==> config.mk <==
export PLATFORM = sky130hd
export DESIGN_NAME = pti_edge_capture
export DESIGN_NICKNAME = d
export VERILOG_FILES = /design/src/rtl/pti_pkg.sv /design/src/rtl/pti_src_edge.sv /design/src/rtl/pti_core_pend.sv /design/src/rtl/pti_edge_capture.sv
export SDC_FILE = /design/constraint.sdc
export NUM_CORES = 1
export LEC_CHECK = 0
export ABC_CLOCK_PERIOD_IN_PS = 900
export BUFFER_PORTS_ARGS = -buffer_cell sky130_fd_sc_hd__buf_2
export CORE_MARGIN = 4
export CORE_UTILIZATION = 35
export CTS_CLUSTER_DIAMETER = 150
export DETAILED_ROUTE_END_ITERATION = 8
export PLACE_DENSITY = 0.67
export SLEW_MARGIN = 25
export SYNTH_ARGS = -nofsm -noshare
export SYNTH_HDL_FRONTEND = slang
export SYNTH_HIERARCHICAL = 1
export SYNTH_SLANG_ARGS = --single-unit
==> constraint.sdc <==
create_clock -name clk -period 0.9 [get_ports clk]
set_clock_uncertainty 0.1 [all_clocks]
set_input_delay 0.09 -clock clk [delete_from_list [all_inputs] [get_ports clk]]
set_output_delay 0.09 -clock clk [all_outputs]
set_load 0.1 [all_outputs]
==> src/rtl/pti_pkg.sv <==
package pti_pkg;

    localparam int MAX_CORES    = 4;
    localparam int SRC_PER_CORE = 2;
    localparam int MAX_SRC      = MAX_CORES * SRC_PER_CORE;
    localparam int CORE_W       = $clog2(MAX_CORES);

    // Banked private interrupt IDs carried by the two slots of a core
    localparam logic [4:0] ID_TIMER = 5'd29;
    localparam logic [4:0] ID_WDOG  = 5'd30;

    typedef enum logic {
        SLOT_TIMER = 1'b0,
        SLOT_WDOG  = 1'b1
    } slot_e;

    // Target core of a source index
    function automatic int src_core(input int s);
        return s / SRC_PER_CORE;
    endfunction

    // Slot (timer or watchdog) of a source index
    function automatic int src_slot(input int s);
        return s % SRC_PER_CORE;
    endfunction

    // Private ID that a slot raises
    function automatic logic [4:0] slot_id(input slot_e sl);
        return (sl == SLOT_WDOG) ? ID_WDOG : ID_TIMER;
    endfunction

endpackage

==> src/rtl/pti_src_edge.sv <==
module pti_src_edge #(
    parameter bit USED = 1'b1
) (
    input  logic clk,
    input  logic rst,
    input  logic lvl,
    output logic rise
);

    generate
        if (USED) begin : g_live
            logic prev_q;

            always_ff @(posedge clk) begin
                if (rst) prev_q <= 1'b0;
                else     prev_q <= lvl;
            end

            assign rise = lvl & ~prev_q;

            // A rise stores a high level, so the very next cycle cannot rise
            AST_NO_DOUBLE_RISE: assert property (@(posedge clk) disable iff (rst)
                rise |=> !rise);
        end else begin : g_dead
            logic unused_in;
            assign unused_in = ^{clk, rst, lvl};
            assign rise      = 1'b0;
        end
    endgenerate

endmodule

==> src/rtl/pti_core_pend.sv <==
module pti_core_pend
    import pti_pkg::*;
#(
    parameter bit USED = 1'b1
) (
    input  logic                    clk,
    input  logic                    rst,
    input  logic [SRC_PER_CORE-1:0] rise,
    input  logic [SRC_PER_CORE-1:0] clr,
    output logic [SRC_PER_CORE-1:0] pend,
    output logic                    any
);

    generate
        if (USED) begin : g_live
            logic [SRC_PER_CORE-1:0] pend_q;
            logic [SRC_PER_CORE-1:0] pend_d;

            // A new edge wins over a clear on the same flag
            always_comb begin
                pend_d = (pend_q & ~clr) | rise;
            end

            always_ff @(posedge clk) begin
                if (rst) pend_q <= '0;
                else     pend_q <= pend_d;
            end

            assign pend = pend_q;
            assign any  = |pend_q;

            for (genvar k = 0; k < SRC_PER_CORE; k++) begin : g_chk
                AST_RISE_SETS: assert property (@(posedge clk) disable iff (rst)
                    rise[k] |=> pend_q[k]);
                AST_CLEAR_DROPS: assert property (@(posedge clk) disable iff (rst)
                    (clr[k] && !rise[k]) |=> !pend_q[k]);
                AST_HOLD_SET: assert property (@(posedge clk) disable iff (rst)
                    (pend_q[k] && !clr[k]) |=> pend_q[k]);
                AST_NO_SPURIOUS: assert property (@(posedge clk) disable iff (rst)
                    (!pend_q[k] && !rise[k]) |=> !pend_q[k]);
            end
        end else begin : g_dead
            logic unused_in;
            assign unused_in = ^{clk, rst, rise, clr};
            assign pend      = '0;
            assign any       = 1'b0;
        end
    endgenerate

endmodule

==> src/rtl/pti_edge_capture.sv <==
module pti_edge_capture
    import pti_pkg::*;
#(
    parameter int NUM_CORES = 4
) (
    input  logic                 clk,
    input  logic                 rst,
    input  logic [MAX_SRC-1:0]   src_lvl,
    input  logic [MAX_SRC-1:0]   clr_req,
    output logic [MAX_SRC-1:0]   pend,
    output logic [MAX_CORES-1:0] any_pend
);

    localparam int NUM_SRC = NUM_CORES * SRC_PER_CORE;

    logic [MAX_SRC-1:0]                       rise;
    logic [MAX_CORES-1:0][SRC_PER_CORE-1:0]   core_rise;

    generate
        // One edge detector per source; unwired sources are tied off
        for (genvar s = 0; s < MAX_SRC; s++) begin : g_src
            pti_src_edge #(
                .USED (s < NUM_SRC)
            ) u_edge (
                .clk  (clk),
                .rst  (rst),
                .lvl  (src_lvl[s]),
                .rise (rise[s])
            );
            // Source index splits into target core and banked slot
            assign core_rise[src_core(s)][src_slot(s)] = rise[s];
        end

        for (genvar c = 0; c < MAX_CORES; c++) begin : g_core
            pti_core_pend #(
                .USED (c < NUM_CORES)
            ) u_pend (
                .clk  (clk),
                .rst  (rst),
                .rise (core_rise[c]),
                .clr  (clr_req[c*SRC_PER_CORE +: SRC_PER_CORE]),
                .pend (pend[c*SRC_PER_CORE +: SRC_PER_CORE]),
                .any  (any_pend[c])
            );

            if (c >= NUM_CORES) begin : g_idle_chk
                AST_IDLE_CORE_QUIET: assert property (@(posedge clk) disable iff (rst)
                    (pend[c*SRC_PER_CORE +: SRC_PER_CORE] == '0) && !any_pend[c]);
            end
        end
    endgenerate

    AST_RESET_CLEARS: assert property (@(posedge clk)
        rst |=> (pend == '0) && (any_pend == '0));

endmodule

==> metrics.yaml <==
n_antenna_cell: 0
synthCells: 60
setup_viol: 13
busiest_layer: "met2"
coreArea_mm2: 0.00178
ys_ff_latch: 16
status: "finished with violations"
tns_ns: -3.26
hpwlAfterDp_mm: 1.08
fin_cells: 140
tritoncts: "done"
area_growth_pct: 105
num_vias: 594
dieHeight_um: 52.3
h-tree-depth: 1
critPathArrivalTime_ns: 1.06
use_met2_pct: 29.5
gr-usage-met1_pct: 14.2
cts_buffers: 3
die_width_um: 52.3
maxCapViolCount: 0
worst_setup_path_end_kind: "output pin"
boundaryPins: 30
grt-ovfl-total: 0
worst_pin_slew_ns: 0.152
avgSynthCellArea_um2: 11.4
fin_crit_sh_pct: 139
max-slew-margin-rel_pct: 89.9
yosysSeqAreaShare_pct: 46.7
p_per_area_mw_per_mm2: 1430
gp_congestion: 0.665
finalHoldViolCount: 2
final_core_util_pct: 78.9
synth_area_um2: 686
drt-total-wl_mm: 1.88
start_kind: "register"
grt_max_degree: 17
yosysTopAreaCellShare_pct: 46.7
required_ns: 0.71
failed_checks: "negative hold slack, negative setup slack"
synth_top_family_by_area: "simple AND/OR/NAND/NOR gates"
port_buffers: 29
place_inst: 123
die-area_mm2: 0.00273
fin_ws_ns: -0.352
crit_chain: "or2_4 > buf_12"
grt_pass1_wl_mm: 2.87
root_buffer: "clkbuf_4"
initial_core_util_pct: 38.5
fmax_ghz: 0.799
drc: 0
critPathMaxStageDelay_ns: 0.35
period_minus_slack_ns: 1.25
crit_buf_inv: 1
critical_path_class: "register to output pin"
cts-hold-fix-buffers: 14
power.leakage_nw: 0.663
clock_sinks: 16
clk_latency_ns: 0.28
clockBufferDepth: 2
antenna_found_initial: 0
synthAdderAreaFrac_pct: 0
drive_above_1_share_pct: 67.0
synth_xor_area_share_pct: 0
fin_nets: 134
ant_nets: 0
first_global_vias: 665
crit_family: "flip-flops"
hold_ws_ns: -0.0109
peakVddDrop_uv: 1210
drv_slew: 0
yosysUniqueCellTypes: 6
yosysTopAreaCell: "dfxtp_1"
synth-compound-area-share_pct: 5.84
yosysWarnings: 6
drt_pass1_iterations: 4
min_path_type: "primary input to register"
yosys.area_share.simple_pct: 43.1
drt-wirelength-per-cell_um: 13.5
met3_usage_pct: 2.85
avgViaCountPerCell: 4.24
final_common_cell: "nor2b_4"
rsz0062_at_grt: "yes"
slowest_stage: "dfxtp_4"
synth_area_leaders: "dfxtp_1 (47%), nor2b_4 (32%), nand2b_1 (7.3%), a21oi_1 (5.8%), inv_1 (4.4%)"
cp_max_fo: 2
first_iter_violations: 6
clk_pin_slew_ns: 0.09
final_cell_mix: "nor2b_4 (16), buf_2 (14), dlygate4sd3_1 (13), buf_12 (13)"
rrSetupSlack_ns: -0.10
syn_nets: 78
track_usage_pct: 14.7
yosys-mux-area-fraction_pct: 0
total_power_mw: 2.02
rows: 15
routing by layer:
metal  vias to the layer above  routed length [um]
li1                        292                   -
met1                       280                 726
met2                        20                1070
met3                         2                  77
met4                         0                  12
met5                         -                   0
worst register-to-register path: stages (launching register included):
cell and delay [ns]:
dfxtp_4 0.35, buf_4 0.13, buf_6 0.11, buf_6 0.11, nand2b_4 0.06, a21oi_2 0.04
kinds of logic (layout without fill, tap and decap cells):
logic type,after synthesis,count (layout)
AO/OA/AOI/OAI,8,8
buffers and inverters,8,63
flip-flops,16,16
AND/OR/NAND/NOR,28,28
stage by stage:
stage	cell area [um^2]	setup WS [ns]	hold slack [ns]
after floorplan	726	-0.185	0.0494
after global placement	1100	-0.124	0.224
after detailed placement	1100	-0.138	0.226
after CTS	1360	-0.344	-0.0295
after global routing	1410	-0.386	-0.0100
final	1410	-0.352	-0.0109
power breakdown:
group	switching, mW	internal [mW]	total [mW]
sequential	0.0330	0.745	0.778
combinational	0.463	0.393	0.856
clock	0.221	0.161	0.382
total	0.717	1.30	2.02
final timing paths:
check,startpoint,endpoint,cells past startpoint
setup / recovery,g_core[2].u_pend/pend[0],any_pend[2],2
hold / removal,clr_req[0],g_core[0].u_pend/pend[0],3
setup reg to reg,g_core[2].u_pend/pend[0],g_core[2].u_pend/pend[0],5
hold reg to reg,g_src[7].u_edge/g_live.prev_q,g_core[3].u_pend/pend[1],3
registers in the layout, summed over array words and instances (netlist names):
register / count
g_core.u_pend/pend: 8
g_src.u_edge/g_live.prev_q: 8
cell usage after synthesis:
library cell and instances:
dfxtp_1 16, nor2b_4 16, a21oi_1 8, inv_1 8, nand2b_1 8, or2_1 4
repair_timing:
item / CTS / global route
pin swaps: 1 / 5
setup endpoints to repair: 12 / 19
resized for setup: 23 / 12
hold endpoints to repair: 16 / 2
setup buffers: 0 / 3
layout make-up:
cell class              instances  area, um^2
clock buffers                   3        22.5
repair buffers                 51         578
fillers                       115         377
well taps                      25        31.3
flip-flops and latches         16         350
multi-input cells              36         390
inverters                       8        30.0
clock inverters                 1        3.75
Note: power is estimated with default switching activity, not from simulation.
